## src/rtl/regbus_pkg.sv

```systemverilog
package regbus_pkg;

  typedef struct packed {
    logic a_drv;
    logic b_drv;
  } drive_t;

  // Enable decode: an active-low master enable, then the direction picks one side
  function automatic drive_t decode_drive(input logic oe_n, input logic dir_ab);
    drive_t d;
    d.b_drv = !oe_n && dir_ab;
    d.a_drv = !oe_n && !dir_ab;
    return d;
  endfunction

  // The source choice for one direction: 1 takes the stored register
  function automatic logic pick_stored(input logic sel);
    return sel;
  endfunction

endpackage

```

## src/rtl/strobe_sync.sv

```systemverilog
module strobe_sync #(
  parameter int STAGES = 2
) (
  input  logic clk,
  input  logic rst,
  input  logic lvl,
  output logic rise
);
  localparam int LAST = STAGES - 1;

  logic [LAST:0] chain;
  logic          prev;

  generate
    if (STAGES == 1) begin : g_one
      always_ff @(posedge clk) begin
        if (rst) chain <= '0;
        else     chain <= lvl;
      end
    end else begin : g_many
      always_ff @(posedge clk) begin
        if (rst) chain <= '0;
        else     chain <= {chain[LAST-1:0], lvl};
      end
    end
  endgenerate

  always_ff @(posedge clk) begin
    if (rst) prev <= 1'b0;
    else     prev <= chain[LAST];
  end

  assign rise = chain[LAST] && !prev;

  AST_SINGLE_PULSE: assert property (@(posedge clk) disable iff (rst)
    rise |=> !rise);

endmodule

```

## src/rtl/side_store.sv

```systemverilog
module side_store #(
  parameter int WIDTH = 8
) (
  input  logic             clk,
  input  logic             rst,
  input  logic             load,
  input  logic [WIDTH-1:0] d,
  output logic [WIDTH-1:0] q
);
  always_ff @(posedge clk) begin
    if (rst)       q <= '0;
    else if (load) q <= d;
  end

  AST_RESET_CLEARS: assert property (@(posedge clk)
    rst |=> q == '0);
  AST_LOAD_TAKES: assert property (@(posedge clk) disable iff (rst)
    load |=> q == $past(d));
  AST_HOLD_IDLE: assert property (@(posedge clk) disable iff (rst)
    !load |=> $stable(q));

endmodule

```

## src/rtl/dir_mux.sv

```systemverilog
module dir_mux #(
  parameter int WIDTH = 8
) (
  input  logic             drive,
  input  logic             use_stored,
  input  logic [WIDTH-1:0] live,
  input  logic [WIDTH-1:0] stored,
  output logic [WIDTH-1:0] dout
);
  always_comb begin
    dout = '0;
    if (drive) dout = use_stored ? stored : live;
  end
endmodule

```

## src/rtl/regbus_xcvr.sv

```systemverilog
module regbus_xcvr #(
  parameter int WIDTH       = 8,
  parameter int SYNC_STAGES = 2
) (
  input  logic             clk,
  input  logic             rst,
  input  logic             a_cap,
  input  logic             b_cap,
  input  logic             oe_n,
  input  logic             dir_ab,
  input  logic             sel_ab,
  input  logic             sel_ba,
  input  logic [WIDTH-1:0] a_in,
  output logic [WIDTH-1:0] a_out,
  output logic             a_oe,
  input  logic [WIDTH-1:0] b_in,
  output logic [WIDTH-1:0] b_out,
  output logic             b_oe
);
  import regbus_pkg::*;

  // Internal events brought out by name
  logic             a_load, b_load;
  logic [WIDTH-1:0] a_reg, b_reg;
  drive_t           drv;

  strobe_sync #(.STAGES(SYNC_STAGES)) u_sync_a (
    .clk(clk), .rst(rst), .lvl(a_cap), .rise(a_load));
  strobe_sync #(.STAGES(SYNC_STAGES)) u_sync_b (
    .clk(clk), .rst(rst), .lvl(b_cap), .rise(b_load));

  side_store #(.WIDTH(WIDTH)) u_store_a (
    .clk(clk), .rst(rst), .load(a_load), .d(a_in), .q(a_reg));
  side_store #(.WIDTH(WIDTH)) u_store_b (
    .clk(clk), .rst(rst), .load(b_load), .d(b_in), .q(b_reg));

  assign drv  = decode_drive(oe_n, dir_ab);
  assign a_oe = drv.a_drv;
  assign b_oe = drv.b_drv;

  dir_mux #(.WIDTH(WIDTH)) u_mux_ab (
    .drive(drv.b_drv), .use_stored(pick_stored(sel_ab)),
    .live(a_in), .stored(a_reg), .dout(b_out));
  dir_mux #(.WIDTH(WIDTH)) u_mux_ba (
    .drive(drv.a_drv), .use_stored(pick_stored(sel_ba)),
    .live(b_in), .stored(b_reg), .dout(a_out));

  AST_ISOLATED: assert property (@(posedge clk) disable iff (rst)
    oe_n |-> (!a_oe && !b_oe && a_out == '0 && b_out == '0));
  AST_ONE_DRIVER: assert property (@(posedge clk) disable iff (rst)
    !(a_oe && b_oe));
  AST_FRESH_AB: assert property (@(posedge clk) disable iff (rst)
    (b_oe && sel_ab && $past(a_load)) |-> b_out == $past(a_in));
  AST_FRESH_BA: assert property (@(posedge clk) disable iff (rst)
    (a_oe && sel_ba && $past(b_load)) |-> a_out == $past(b_in));

endmodule

```

## config.mk

```make
export PLATFORM = sky130hd
export DESIGN_NAME = regbus_xcvr
export DESIGN_NICKNAME = d
export VERILOG_FILES = /design/src/rtl/regbus_pkg.sv /design/src/rtl/strobe_sync.sv /design/src/rtl/side_store.sv /design/src/rtl/dir_mux.sv /design/src/rtl/regbus_xcvr.sv
export SDC_FILE = /design/constraint.sdc
export NUM_CORES = 1
export LEC_CHECK = 0
export ABC_AREA = 0
export ABC_CLOCK_PERIOD_IN_PS = 2700
export CELL_PAD_IN_SITES_DETAIL_PLACEMENT = 0
export CELL_PAD_IN_SITES_GLOBAL_PLACEMENT = 1
export CORE_UTILIZATION = 36
export DETAILED_ROUTE_END_ITERATION = 10
export GPL_ROUTABILITY_DRIVEN = 0
export PLACE_DENSITY = 0.8
export SKIP_CTS_REPAIR_TIMING = 1
export SYNTH_ARGS = -nofsm -noshare
export SYNTH_HDL_FRONTEND = slang
export SYNTH_SLANG_ARGS = --single-unit
```

## constraint.sdc

```tcl
create_clock -name clk -period 2.7 [get_ports clk]
set_clock_uncertainty 0.05 [all_clocks]
set_input_delay 0.54 -clock clk [delete_from_list [all_inputs] [get_ports clk]]
set_output_delay 0.54 -clock clk [all_outputs]
set_load 0.05 [all_outputs]
```

* Word level (Yosys, flattened, before mapping)
Cells that the tools add are included.
** Storage, ports and cells
- Memories :: 0
- Word-level logic and storage cells :: 18
- Bits in latches :: 0
- Register bits after elaboration :: 22
- Input bits :: 24
- Bits in read-only memories :: 0
- RAM bits :: 0
** Operators by class
- Add/subtract/negate cells :: 0
- Equality and inequality tests :: 0
- Magnitude comparators :: 0
- Multipliers :: 0
- Bitwise logic cells :: 0
- Shift-type cells :: 0
- Muxes and demuxes :: 4
- Divide/modulo/power cells :: 0
- Reduce and logical (&&, ||, !) cells :: 8
** Operators by type and width (number)
- $mux W8 :: 4
- $logic_and A1 B1 Y1 :: 4
- $logic_not A1 Y1 :: 4

* Depth between registers and ports, before layout
- Depth in word-level cells :: 3
- Mapped depth :: 4
- Mapped depth without buffers :: 2

* Hierarchy
A second synthesis with hierarchy kept.
** Second synthesis, totals
- Cell total of the unflattened synthesis :: 102
- Area, all modules :: 1046.0 um^2
** Modules (own cells, without submodules)
- side_store :: area each 285.3 um^2, cells an instance 26, times used 2
- dir_mux :: area each 141.4 um^2, cells an instance 17, times used 2
- strobe_sync :: area each 87.6 um^2, cells an instance 7, times used 2
- regbus_xcvr :: area each 17.5 um^2, cells an instance 2, times used 1

* Worst setup path before layout
OpenSTA, ideal clock, no wires.
- Path kind :: input-to-output
- Start :: in dir_ab
- End :: out a_out[0]
- Path buffers :: 1
- Path slack :: 0.537 ns
- Required time :: 2.110 ns
- Stages on the path :: 3
- Arrival :: 1.573 ns
- Cells stage by stage :: or2_1 -> buf_2 -> nor2_1
** On the way
- Cells in the longest elaborated chain, start to end :: 3
** Ends and longest elaborated chain
- start, declared :: RTL line regbus_xcvr.sv:10 : input logic dir_ab,
- $logic_not A1 Y1 :: RTL line regbus_pkg.sv:12 : d.a_drv = !oe_n && !dir_ab;
- $logic_and A1 B1 Y1 :: RTL line regbus_pkg.sv:12
- $mux W8 :: RTL line dir_mux.sv:12 : if (drive) dout = use_stored ? stored : live;
- end, declared :: RTL line regbus_xcvr.sv:14 : output logic [WIDTH-1:0] a_out,
Every way passes these cells.

* Worst setup path in the final report
- Start :: in sel_ab
- End :: out b_out[6]
** On the way
- Cells in the longest elaborated chain, start to end :: 2
** Ends and longest elaborated chain
- start, declared :: RTL line regbus_xcvr.sv:11 : input logic sel_ab,
- $mux W8 (2 in a row) :: RTL line dir_mux.sv:12
- end, declared :: RTL line regbus_xcvr.sv:17 : output logic [WIDTH-1:0] b_out,
Every way passes these cells.

==> metrics <==
Die Span Y 60.2 um; Slew Limit Fails 0; layout cells sized above 1 27.5%; ys async rst share 0%; Final #Nets 185; # DRC 0; most common cell after layout, fill and taps aside clkdlybuf4s50_1; GRT Util Overall 16.4%; total congestion overflow 0; Clk Latency, worst-skew pair 0.32 ns; Final Critical Period 2.43 ns; Most used DFF post-synth dfxtp_1; initial antenna violation count 0; most frequent cells in the layout 23 x clkdlybuf4s50_1, 22 x dfxtp_1, 18 x buf_12; TNS Setup 0 ns; Buffers on Ports 41; top cell type's share of synthesized area 36.1%; Reg clk slew, reported paths 0.13 ns; final std cells w/o fill 204; Core Region 0.00313 sq mm; # H-tree levels 1; vias 1025; Layout area overhead 53.2%; RSZ-0062 raised after global routing false; Rows 20; final hold vios 0; CP Max Fanout 8; area of the mapped netlist 0.00122 sq mm; crit end category output port; Post-Synth Adder-Cell Area 0%; Min Hold Slack 0.407 ns; fin util 59.8%; area leader, netlist dfxtp_1; syn nets 146; first-pass GRT wire length 4390 um; hpwl dp 2040 um; fin crit share 89.8%; clk sink count 22; Power Dens Cells 419 mW/mm^2; status finished, final reports clean; Antenna diodes 0; Yosys cell types 15; vias in the first global route 992; Post-Route WL 2750 um; largest family of logic cells by synthesized area simple AND/OR/NAND/NOR gates; max frequency 412 MHz; CTS tree built; Yosys warning total 0; PnR Total Power 0.000783 W; sequential-to-total area share from yosys stat 36.1%; max-cap violations 0; Post-synth EDFFs 0; Hold Path Class flop to flop; Worst setup SP type input port; mux contribution to synthesized area 13.1%; worst-margin pin slew 0.802 ns; CP Class input port to output port; CTS Buf Count 3; Leakage 0.709 nW; CP arrival 1.84 ns; Final setup viols 0; post-synthesis xor/xnor area fraction 0%; Boundary Pins 42; Yosys reg bits 22; drt wl/cell 13.5 um; Max-Slew Margin vs Limit 46.4%; Vias/cell 5.02; clock buffer depth 2; Simple-Gate Fraction of Synth Area 34.1%; maximum vdd drop 0.304 mV; cell count after synthesis 122; post-route ant nets 0; Die W 60.2 um; Clock Tree Root clkbuf_4; Mapped Avg Cell Area 10.0 sq um; largest net degree at the start of global routing 34; main area contributors after synthesis dfxtp_1 36%, nand4bb_1 15%, mux2i_1 13%, o21ai_2 11%, nand2b_1 8.7%; Req. time, crit path 2.11 ns; placed insts 200; Compound-Gate Fraction of Synth Area 11.5%; 1st-iter DRT viols 17; First-pass DRT Iterations 4; Die ar. 0.00363 sq mm; Starting Density 39.0%
==> worst paths after layout <==
path                                   startpoint                end  slack [ns]  cells after the start
worst max-delay path                       sel_ab           b_out[6]        0.27                      4
worst min-delay path            u_sync_a.chain[0]  u_sync_a.chain[1]        0.41                      1
worst max register to register  u_sync_a.chain[1]     u_store_a.q[5]        1.57                      2
worst min register to register  u_sync_a.chain[0]  u_sync_a.chain[1]        0.41                      1
==> metal layers <==
layer | wire (um) | global-route usage [%]
met5 | 0 | 0
met4 | 39 | 5.98
met2 | 1410 | 28.7
met1 | 1190 | 19.8
met3 | 110 | 2.81
==> cell usage after synthesis, types with 2 or more instances <==
library cell	number
and2b_4	2
buf_2	3
buf_6	3
clkbuf_1	2
dfxtp_1	22
mux2i_1	16
nand2b_1	17
nand4bb_1	16
nor2_1	16
nor2b_1	4
nor2b_2	2
o21ai_2	16
==> sequential cells by signal (all words and copies together), names as in the netlist <==
signal          cells
u_store_a.q         8
u_sync_b.prev       1
u_sync_a.chain      2
u_sync_b.chain      2
u_sync_a.prev       1
u_store_b.q         8
==> cell families (layout without fill, tap and decap cells) <==
logic type	count (synthesis)	count (layout)
multiplexers	16	16
flip-flops	22	22
AO/OA/AOI/OAI	16	16
buffers and inverters	10	48
AND/OR/NAND/NOR	58	58
==> metrics by stage <==
stage	area, sq um	worst slack (ns)
after floorplan	1220	0.537
after global placement	1820	0.261
after detailed placement	1820	0.266
after CTS	1870	0.269
after global routing	1870	0.185
final	1870	0.275
==> critical path, cell delays in order <==
cell and delay [ns]:
clkdlybuf4s50_1 0.78, mux2i_1 0.15, nor2_1 0.20, buf_12 0.17
==> area by class of cell <==
class | instances | area [sq um]
inverters | 2 | 7.51
repair buffers | 42 | 598
flip-flops and latches | 22 | 440
well taps | 44 | 55.1
clock buffers | 3 | 22.5
multi-input cells | 90 | 716
clock inverters | 1 | 30.0
fillers | 292 | 1260
==> report_power, final <==
| part | leakage, nW | internal (W) | switching (W) | total (W) |
|---|---|---|---|---|
| Sequential | 0.179 | 0.000336 | 0.00000961 | 0.000346 |
| Combinational | 0.502 | 0.0000953 | 0.0000819 | 0.000177 |
| Clock | 0.0279 | 0.000150 | 0.000110 | 0.000260 |
No activity file was read; power rests on OpenSTA's default activity.
